==> src/rtl/prescale_pkg.sv <==
package prescale_pkg;
  localparam int NUM_CH = 3;
  localparam int REG_W  = 32;
  localparam int CTRL_BYPASS_BIT = 0;
  localparam int ADDR_W = 2;

  typedef enum logic [ADDR_W-1:0] {
    ADDR_CTRL  = 2'd0,
    ADDR_RED   = 2'd1,
    ADDR_GREEN = 2'd2,
    ADDR_BLUE  = 2'd3
  } reg_addr_e;
endpackage

==> src/rtl/prescale_coef_bank.sv <==
module prescale_coef_bank
  import prescale_pkg::*;
#(
  parameter int SCALE_W = 16,
  parameter int BIAS_W  = 12
) (
  input  logic                        clk,
  input  logic                        rst,
  input  logic                        wr_en,
  input  logic [ADDR_W-1:0]           wr_addr,
  input  logic [REG_W-1:0]            wr_data,
  input  logic                        bypass,
  input  logic                        frame_start,
  output logic [NUM_CH*SCALE_W-1:0]   act_scale_flat,
  output logic [NUM_CH*BIAS_W-1:0]    act_bias_flat
);
  localparam int FRAC = SCALE_W - 2;
  localparam logic [SCALE_W-1:0] UNITY = SCALE_W'(1) << FRAC;

  // commit staged values while bypassed or at a frame boundary
  logic commit;
  assign commit = bypass | frame_start;

  for (genvar ch = 0; ch < NUM_CH; ch++) begin : g_ch
    localparam logic [ADDR_W-1:0] MY_ADDR = ADDR_W'(ch + 1);
    logic [SCALE_W-1:0] stg_scale, act_scale;
    logic [BIAS_W-1:0]  stg_bias,  act_bias;
    logic               hit;

    assign hit = wr_en && (wr_addr == MY_ADDR);

    always_ff @(posedge clk) begin
      if (rst) begin
        stg_scale <= UNITY;
        stg_bias  <= '0;
        act_scale <= UNITY;
        act_bias  <= '0;
      end else begin
        if (hit) begin
          stg_scale <= wr_data[SCALE_W-1:0];
          stg_bias  <= wr_data[SCALE_W +: BIAS_W];
        end
        if (commit) begin
          act_scale <= stg_scale;
          act_bias  <= stg_bias;
        end
      end
    end

    assign act_scale_flat[ch*SCALE_W +: SCALE_W] = act_scale;
    assign act_bias_flat[ch*BIAS_W +: BIAS_W]    = act_bias;
  end
endmodule

==> src/rtl/prescale_lane.sv <==
module prescale_lane #(
  parameter int PIX_W   = 10,
  parameter int SCALE_W = 16,
  parameter int BIAS_W  = 12
) (
  input  logic               clk,
  input  logic               rst,
  input  logic               in_valid,
  input  logic               bypass,
  input  logic [PIX_W-1:0]   pix_in,
  input  logic [SCALE_W-1:0] scale,
  input  logic [BIAS_W-1:0]  bias,
  output logic [PIX_W-1:0]   pix_out
);
  localparam int FRAC   = SCALE_W - 2;
  localparam int PROD_W = PIX_W + SCALE_W;
  localparam int SHR_W  = PROD_W - FRAC;
  localparam int SUM_W  = PIX_W + BIAS_W + 2;
  localparam logic [PIX_W-1:0] PIX_MAX = '1;

  logic [PROD_W-1:0] prod;
  logic [SHR_W-1:0]  shifted;
  logic [SUM_W-1:0]  sum;
  logic [PIX_W-1:0]  sat;

  always_comb begin
    prod    = PROD_W'(pix_in) * PROD_W'(scale);
    shifted = prod[PROD_W-1:FRAC];
    sum     = {{(SUM_W-SHR_W){1'b0}}, shifted}
            + {{(SUM_W-BIAS_W){bias[BIAS_W-1]}}, bias};
    if (sum[SUM_W-1])
      sat = '0;
    else if (|sum[SUM_W-2:PIX_W])
      sat = PIX_MAX;
    else
      sat = sum[PIX_W-1:0];
  end

  always_ff @(posedge clk) begin
    if (rst)
      pix_out <= '0;
    else if (in_valid)
      pix_out <= bypass ? pix_in : sat;
  end
endmodule

==> src/rtl/color_prescale.sv <==
module color_prescale
  import prescale_pkg::*;
#(
  parameter int PIX_W   = 10,
  parameter int SCALE_W = 16,
  parameter int BIAS_W  = 12
) (
  input  logic             clk,
  input  logic             rst,
  input  logic             frame_start,
  input  logic             wr_en,
  input  logic [1:0]       wr_addr,
  input  logic [31:0]      wr_data,
  input  logic             in_valid,
  input  logic [PIX_W-1:0] in_r,
  input  logic [PIX_W-1:0] in_g,
  input  logic [PIX_W-1:0] in_b,
  output logic             out_valid,
  output logic [PIX_W-1:0] out_r,
  output logic [PIX_W-1:0] out_g,
  output logic [PIX_W-1:0] out_b,
  output logic             lut_bypass
);
  logic                      bypass_q;
  logic [NUM_CH*SCALE_W-1:0] act_scale_flat;
  logic [NUM_CH*BIAS_W-1:0]  act_bias_flat;
  logic [PIX_W-1:0]          pin  [NUM_CH];
  logic [PIX_W-1:0]          pout [NUM_CH];

  always_ff @(posedge clk) begin
    if (rst) begin
      bypass_q  <= 1'b1;
      out_valid <= 1'b0;
    end else begin
      out_valid <= in_valid;
      if (wr_en && (wr_addr == ADDR_CTRL))
        bypass_q <= wr_data[CTRL_BYPASS_BIT];
    end
  end

  assign lut_bypass = ~bypass_q;

  prescale_coef_bank #(.SCALE_W(SCALE_W), .BIAS_W(BIAS_W)) i_bank (
    .clk            (clk),
    .rst            (rst),
    .wr_en          (wr_en),
    .wr_addr        (wr_addr),
    .wr_data        (wr_data),
    .bypass         (bypass_q),
    .frame_start    (frame_start),
    .act_scale_flat (act_scale_flat),
    .act_bias_flat  (act_bias_flat)
  );

  assign pin[0] = in_r;
  assign pin[1] = in_g;
  assign pin[2] = in_b;

  for (genvar ch = 0; ch < NUM_CH; ch++) begin : g_lane
    prescale_lane #(.PIX_W(PIX_W), .SCALE_W(SCALE_W), .BIAS_W(BIAS_W)) i_lane (
      .clk      (clk),
      .rst      (rst),
      .in_valid (in_valid),
      .bypass   (bypass_q),
      .pix_in   (pin[ch]),
      .scale    (act_scale_flat[ch*SCALE_W +: SCALE_W]),
      .bias     (act_bias_flat[ch*BIAS_W +: BIAS_W]),
      .pix_out  (pout[ch])
    );
  end

  assign out_r = pout[0];
  assign out_g = pout[1];
  assign out_b = pout[2];
endmodule

==> config.mk <==
export PLATFORM = sky130hd
export DESIGN_NAME = color_prescale
export DESIGN_NICKNAME = d
export VERILOG_FILES = /design/src/rtl/prescale_pkg.sv /design/src/rtl/prescale_coef_bank.sv /design/src/rtl/prescale_lane.sv /design/src/rtl/color_prescale.sv
export SDC_FILE = /design/constraint.sdc
export NUM_CORES = 1
export LEC_CHECK = 0
export BUFFER_PORTS_ARGS = -buffer_cell sky130_fd_sc_hd__buf_2
export CAP_MARGIN = 20
export CORE_UTILIZATION = 32
export CTS_CLUSTER_DIAMETER = 30
export DETAILED_ROUTE_END_ITERATION = 7
export GPL_TIMING_DRIVEN = 1
export PLACE_DENSITY_LB_ADDON = 0.12
export SYNTH_ARGS = -nofsm -noshare
export SYNTH_HDL_FRONTEND = slang
export SYNTH_SLANG_ARGS = --single-unit
==> constraint.sdc <==
create_clock -name clk -period 18.7 [get_ports clk]
set_clock_uncertainty 0.05 [all_clocks]
set_input_delay 5.61 -clock clk [delete_from_list [all_inputs] [get_ports clk]]
set_output_delay 5.61 -clock clk [all_outputs]
set_load 0.02 [all_outputs]
==> results of run 1 <==
flip-flops by register name, summed over array words and instances (netlist names):
register,flops
bypass_q,1
g_lane.i_lane.pix_out,30
i_bank.g_ch.act_bias,36
i_bank.g_ch.stg_bias,36
i_bank.g_ch.act_scale,48
out_valid,1
i_bank.g_ch.stg_scale,48
placed cells by master, fill, tap and decap left out, drive strengths merged, types with 17 or more instances in the layout:
master	synthesis	routed
nand2	621	621
inv	334	343
fa	330	330
and2	251	251
ha	216	216
a21oi	216	216
dfxtp	200	200
buf	12	107
nor2	86	86
xnor2	41	41
xor2	25	25
o21ai	24	24
a21o	20	20
nor3	18	18
clkbuf	145	17
kinds of logic (layout without fill, tap and decap cells):
| group | after synthesis | after routing | share of synthesized area (%) |
|---|---|---|---|
| XOR/XNOR | 66 | 66 | 2.496 |
| multiplexers | 3 | 3 | 0.1405 |
| other | 0 | 3 | 0 |
| AND/OR/NAND/NOR | 1080 | 1080 | 21.56 |
| AO/OA/AOI/OAI | 379 | 379 | 10.31 |
| adder cells (fa/ha/maj) | 546 | 546 | 40.20 |
| flip-flops | 200 | 200 | 17.29 |
| buffers and inverters | 491 | 473 | 7.997 |
per-layer routing:
layer	part of all wire (%)	wire [um]	vias up	global-route usage, %
li1	-	-	8678	-
met1	50	32660	9087	26.41
met2	46	29690	264	29.26
met3	3.0	1928	46	1.589
met4	1.3	871	4	4.133
met5	0.029	19	-	0
worst min-delay path, cell delays in order (launching register included):
cell and delay [ps]:
dfxtp_1 320, nand2_1 50, a21oi_1 50
metrics by stage:
step	setup WS (ps)	utilization (%)	hold slack, ps	power [mW]	cells
6_report	5776	34.92	403.5	1.155	3700
5_1_grt	5333	34.92	423.0	1.227	3700
4_1_cts	5758	34.85	404.5	1.169	3694
3_5_place_dp	5259	34.01	396.7	0.7743	3662
3_3_place_gp	5293	33.99	394.3	0.7711	3661
2_1_floorplan	6242	-	380.7	0.6770	2765
power by group:
part / total (mW) / switching (mW) / leakage (nW) / internal, mW
Combinational: 0.303 / 0.189 / 10.2 / 0.113
Sequential: 0.460 / 0.0189 / 1.63 / 0.441
Clock: 0.393 / 0.200 / 0.286 / 0.192
worst max path at each step:
stage | start | endpoint | slack, ps | cells past startpoint
after floorplan | in_b[1] | g_lane[2].i_lane.pix_out[3] | 6240 | 26
after global placement | in_r[1] | g_lane[0].i_lane.pix_out[9] | 5290 | 28
after detailed placement | in_r[1] | g_lane[0].i_lane.pix_out[9] | 5260 | 28
after CTS | in_r[1] | g_lane[0].i_lane.pix_out[9] | 5760 | 28
after global routing | in_r[1] | g_lane[0].i_lane.pix_out[9] | 5330 | 28
final | in_r[1] | g_lane[0].i_lane.pix_out[9] | 5780 | 28
layout make-up:
cell class | count | area (um2) | share of cell area [%]
Multi-Input combinational cell | 2074 | 17310 | 69.33
Sequential cell | 200 | 4005 | 16.04
Inverter | 334 | 1254 | 5.022
Tap cell | 950 | 1189 | 4.761
Timing Repair Buffer | 107 | 599.3 | 2.401
Clock buffer | 17 | 425.4 | 1.704
Clock inverter | 15 | 176.4 | 0.7067
Antenna cell | 3 | 7.507 | 0.03007
==> impl_metrics.toml, run 1 <==
[clock_tree]
tritoncts = "yes"
max-clock-path-buffers = 2
ctsResizeCount = 0
numCtsBuffers = 17
worstSkewPairLatency_ps = 470
clkSinkCount = 200
cts_htree_levels = 4
ctsRootBufferMaster = "clkbuf_16"
clk_pin_slew_worst_paths_ps = 90
post_cts_buffers = 0
cts_hold_repair.buffers = 0

[global_route]
grt_max_degree = 117
grt_remaining_overflow = 0
grt_usage_pct = 18.24
antenna_found_initial = 8
grt_first_pass_wirelength_mm = 105.2
grt_pass1_vias = 18630

[die]
die_w_um = 271.0
top_level_ports = 101
floorplan.rows = 98
dieArea_mm2 = 0.07344
coreArea_mm2 = 0.07149
initial_core_util_pct = 32.39
die_y_extent_um = 271.0

[synthesis]
synth_seq_cells = 200
synth_top_cells_by_area = "fa_1 29%, dfxtp_1 17%, ha_1 12%, nand2_1 10%, and2_1 6.8%"
yosysWarnings = 0
list_of_most_frequent_post_synthesis_cells = "620 x nand2_1, 334 x inv_1, 330 x fa_1"
synth.avg_cell_area_um2 = 8.374
synth.cell_area_mm2 = 0.02315
synth_top_area_share_pct = 28.53
synth_edf_count = 0
synth_top_cell_by_area = "fa_1"
synth_seq_area_share_pct = 17.29
postSynthCellCount = 2765
yosys.cell_types.count = 68
async_reset_ff_share_pct = 0
synth-main-ff-cell = "dfxtp_1"
top_count_cell_post_synth = "nand2_1"
synth_fp_nets = 3380

[worst_hold_path]
hp-start = "i_bank.g_ch[1].stg_bias[2]"
min_path_type = "flop to flop"
min_delay_path_depth = 2
hold_path_end = "i_bank.g_ch[1].act_bias[2]"

[pwr]
power.ir.vdd_worst_mv = 0.04988
power.leakage_nw = 12.10
power_per_cell_area_mw_per_mm2 = 46.28

[critical_path]
cp-end-kind = "flop"
kind_of_start_point_of_the_critical_path = "input pin"
critPathKind = "input pin to flop"
timing.critical_path.arrival_ps = 13180
crit_required_ps = 18950
rr_worst_depth = 27
r2r-end = "g_lane[0].i_lane.pix_out[9]"
cp_top_family = "adder cells"
crit_path_top_delay_cell = "o31ai_1"
cpMostUsedCell = "fa_1"
crit-reg2reg-launch = "i_bank.g_ch[0].act_scale[11]"
crit_buf_inv = 5
crit_fanout = 17
rrSetupSlack_ps = 10570
critical-path-max-stage-delay_ps = 610

[sta]
finalSetupViolCount = 0
hold_viol = 0
fmaxAchievable_mhz = 77.37
finalWorstPathRequiredPeriod_ps = 12920
grt_setup_unrepaired = "no"
worst_rel_slew_slack_pct = 34.91
finalMaxSlewViolations = 0
tightestPinTransition_ps = 976.4
timing.setup.tns_ps = 0
period_share_pct = 69.11

[place]
placed_cell_area_mm2 = 0.02431
detailed_place_hpwl_mm = 49.09
port_buffers = 96
place_congestion = 0.8194

[drt]
drt_iter0_drc = 993
wl_per_cell_um = 17.61
route.detailed.vias_per_inst = 4.886
via_count = 18080
drc_violations_left = 0
drt-total-wl_mm = 65.16
antenna_violating_nets_post_route = 0
drt_first_pass_iters = 5

[run_status]
status = "complete, no violations"

[layout]
nets_final = 3349
syn2layout_area_growth_pct = 7.819
post-route-cell-area_mm2 = 0.02497
final.fill_count = 7541
layout-drive-gt1-share_pct = 6.079

[job]
timing.max_cap.violations = 0
No activity file was read; power rests on OpenSTA's default activity.
==> inputs of run 2 (changes only) <==
- clock period: 18.7 -> 11.5 ns (I/O delays scaled with it)
==> impl_metrics.toml, run 2 (synthesis results as in run 1) <==
[drt]
antenna_violating_nets_post_route = 0
drt-total-wl_mm = 65.56
drt_first_pass_iters = 5
wl_per_cell_um = 17.69
drt_iter0_drc = 896
drc_violations_left = 0
route.detailed.vias_per_inst = 4.888
via_count = 18110

[clock_tree]
clkSinkCount = 200
max-clock-path-buffers = 2
worstSkewPairLatency_ps = 460
cts_hold_repair.buffers = 0
post_cts_buffers = 0
ctsRootBufferMaster = "clkbuf_16"
numCtsBuffers = 17
ctsResizeCount = 0
clk_pin_slew_worst_paths_ps = 80
tritoncts = "yes"
cts_htree_levels = 4

[worst_hold_path]
hold_path_end = "i_bank.g_ch[0].act_scale[8]"
min_delay_path_depth = 2
hp-start = "i_bank.g_ch[0].stg_scale[8]"
min_path_type = "flop to flop"

[sta]
tightestPinTransition_ps = 1089
grt_setup_unrepaired = "no"
finalWorstPathRequiredPeriod_ps = 10700
worst_rel_slew_slack_pct = 27.43
timing.setup.tns_ps = 0
finalSetupViolCount = 0
period_share_pct = 93.04
fmaxAchievable_mhz = 93.46
hold-worst-slack_ps = 402.2
hold_viol = 0
finalMaxSlewViolations = 0

[critical_path]
kind_of_start_point_of_the_critical_path = "input pin"
r2r-end = "g_lane[2].i_lane.pix_out[8]"
cp-end-kind = "flop"
crit-reg2reg-launch = "i_bank.g_ch[2].act_scale[14]"
critical-path-max-stage-delay_ps = 540
timing.critical_path.arrival_ps = 10950
rrSetupSlack_ps = 3460
cpMostUsedCell = "fa_1"
crit_required_ps = 11750
crit_path_top_delay_cell = "fa_1"
critPathKind = "input pin to flop"
rr_worst_depth = 24
crit_fanout = 17

[die]
dieArea_mm2 = 0.07344
coreArea_mm2 = 0.07149
die_w_um = 271.0
top_level_ports = 101
die_y_extent_um = 271.0
initial_core_util_pct = 32.39
floorplan.rows = 98

[place]
port_buffers = 96
place_congestion = 0.8072
dp_cells = 3671
placed_cell_area_mm2 = 0.02438
detailed_place_hpwl_mm = 49.44

[layout]
layout.cells.non_filler = 3705
layout-drive-gt1-share_pct = 6.318
registers_with_the_most_flip_flops = "i_bank.g_ch.act_scale: 48 flops, i_bank.g_ch.stg_scale: 48 flops"
mostFrequentLayoutCell = "nand2_1"
nets_final = 3357
final_core_util_pct = 35.01
post-route-cell-area_mm2 = 0.02503
syn2layout_area_growth_pct = 8.079
layout.cells.most_common_list = "620 x nand2_1, 334 x inv_1, 330 x fa_1, 251 x and2_1, 216 x ha_1"

[pwr]
switchingPower_mw = 0.6514
clock_power_share_pct = 34.0
seq_power_share_pct = 39.7
combinational_share_of_power_pct = 26.3
power_switching_share_pct = 34.56
internal_power_mw = 1.234
power.leakage_nw = 12.15
power.ir.vdd_worst_mv = 0.07823
power_per_cell_area_mw_per_mm2 = 75.32

[run_status]
status = "complete, no violations"

[global_route]
grt_pass1_vias = 19030
grt_max_degree = 129
grt_usage_pct = 18.36
antenna_found_initial = 8
grt_first_pass_wirelength_mm = 106.0
grt_remaining_overflow = 0

[job]
timing.max_cap.violations = 0
[run 2: worst max-delay path by stage]
stage	start	to	slack [ps]	cells past startpoint
3_3_place_gp	in_b[4]	g_lane[2].i_lane.pix_out[3]	400	26
3_5_place_dp	in_r[1]	g_lane[0].i_lane.pix_out[9]	390	30
4_1_cts	in_b[1]	g_lane[2].i_lane.pix_out[8]	860	25
6_report	in_b[4]	g_lane[2].i_lane.pix_out[8]	800	26
2_1_floorplan	in_b[1]	g_lane[2].i_lane.pix_out[3]	1200	26
5_1_grt	in_b[4]	g_lane[2].i_lane.pix_out[6]	380	26
[run 2: layout make-up]
class                      count  area [um2]
clock buffer                  17       425.4
timing repair buffer         115       661.9
clock inverter                14       178.9
inverter                     334        1254
multi-input combinational   2074       17310
sequential                   200        4005
antenna                        1       2.502
fill                        7474       46460
tap                          950        1189
[run 2: critical path, delay by kind of cell]
kind            cells  cell delay (ps)
fa+ha+maj           7             3240
buf+inv             5              450
simple gates        7             1670
xor+xnor            1              290
compound gates      6             1840
[run 2: per-stage QoR]
stage	worst slack, ps	power, mW
3_5_place_dp	386.0	1.261
5_1_grt	384.9	2.001
4_1_cts	863.8	1.913
3_3_place_gp	401.8	1.256
6_report	800.6	1.885
2_1_floorplan	1202	1.101
[run 2: metal layers]
| layer | global-route usage [%] | part of all wire, % | vias to the layer above |
|---|---|---|---|
| met4 | 4.416 | 1.7 | 6 |
| li1 | - | - | 8689 |
| met2 | 30.04 | 46 | 290 |
| met5 | 0 | 0.052 | - |
| met3 | 1.961 | 3.3 | 62 |
| met1 | 25.78 | 49 | 9064 |
[run 2: power groups by stage]
stage | logic [mW] | registers, mW | clock network (mW)
after global placement | 0.491 | 0.765 | 0
after detailed placement | 0.496 | 0.766 | 0
after floorplan | 0.345 | 0.756 | 0
final | 0.496 | 0.749 | 0.641
after global routing | 0.564 | 0.753 | 0.685
after CTS | 0.501 | 0.749 | 0.662
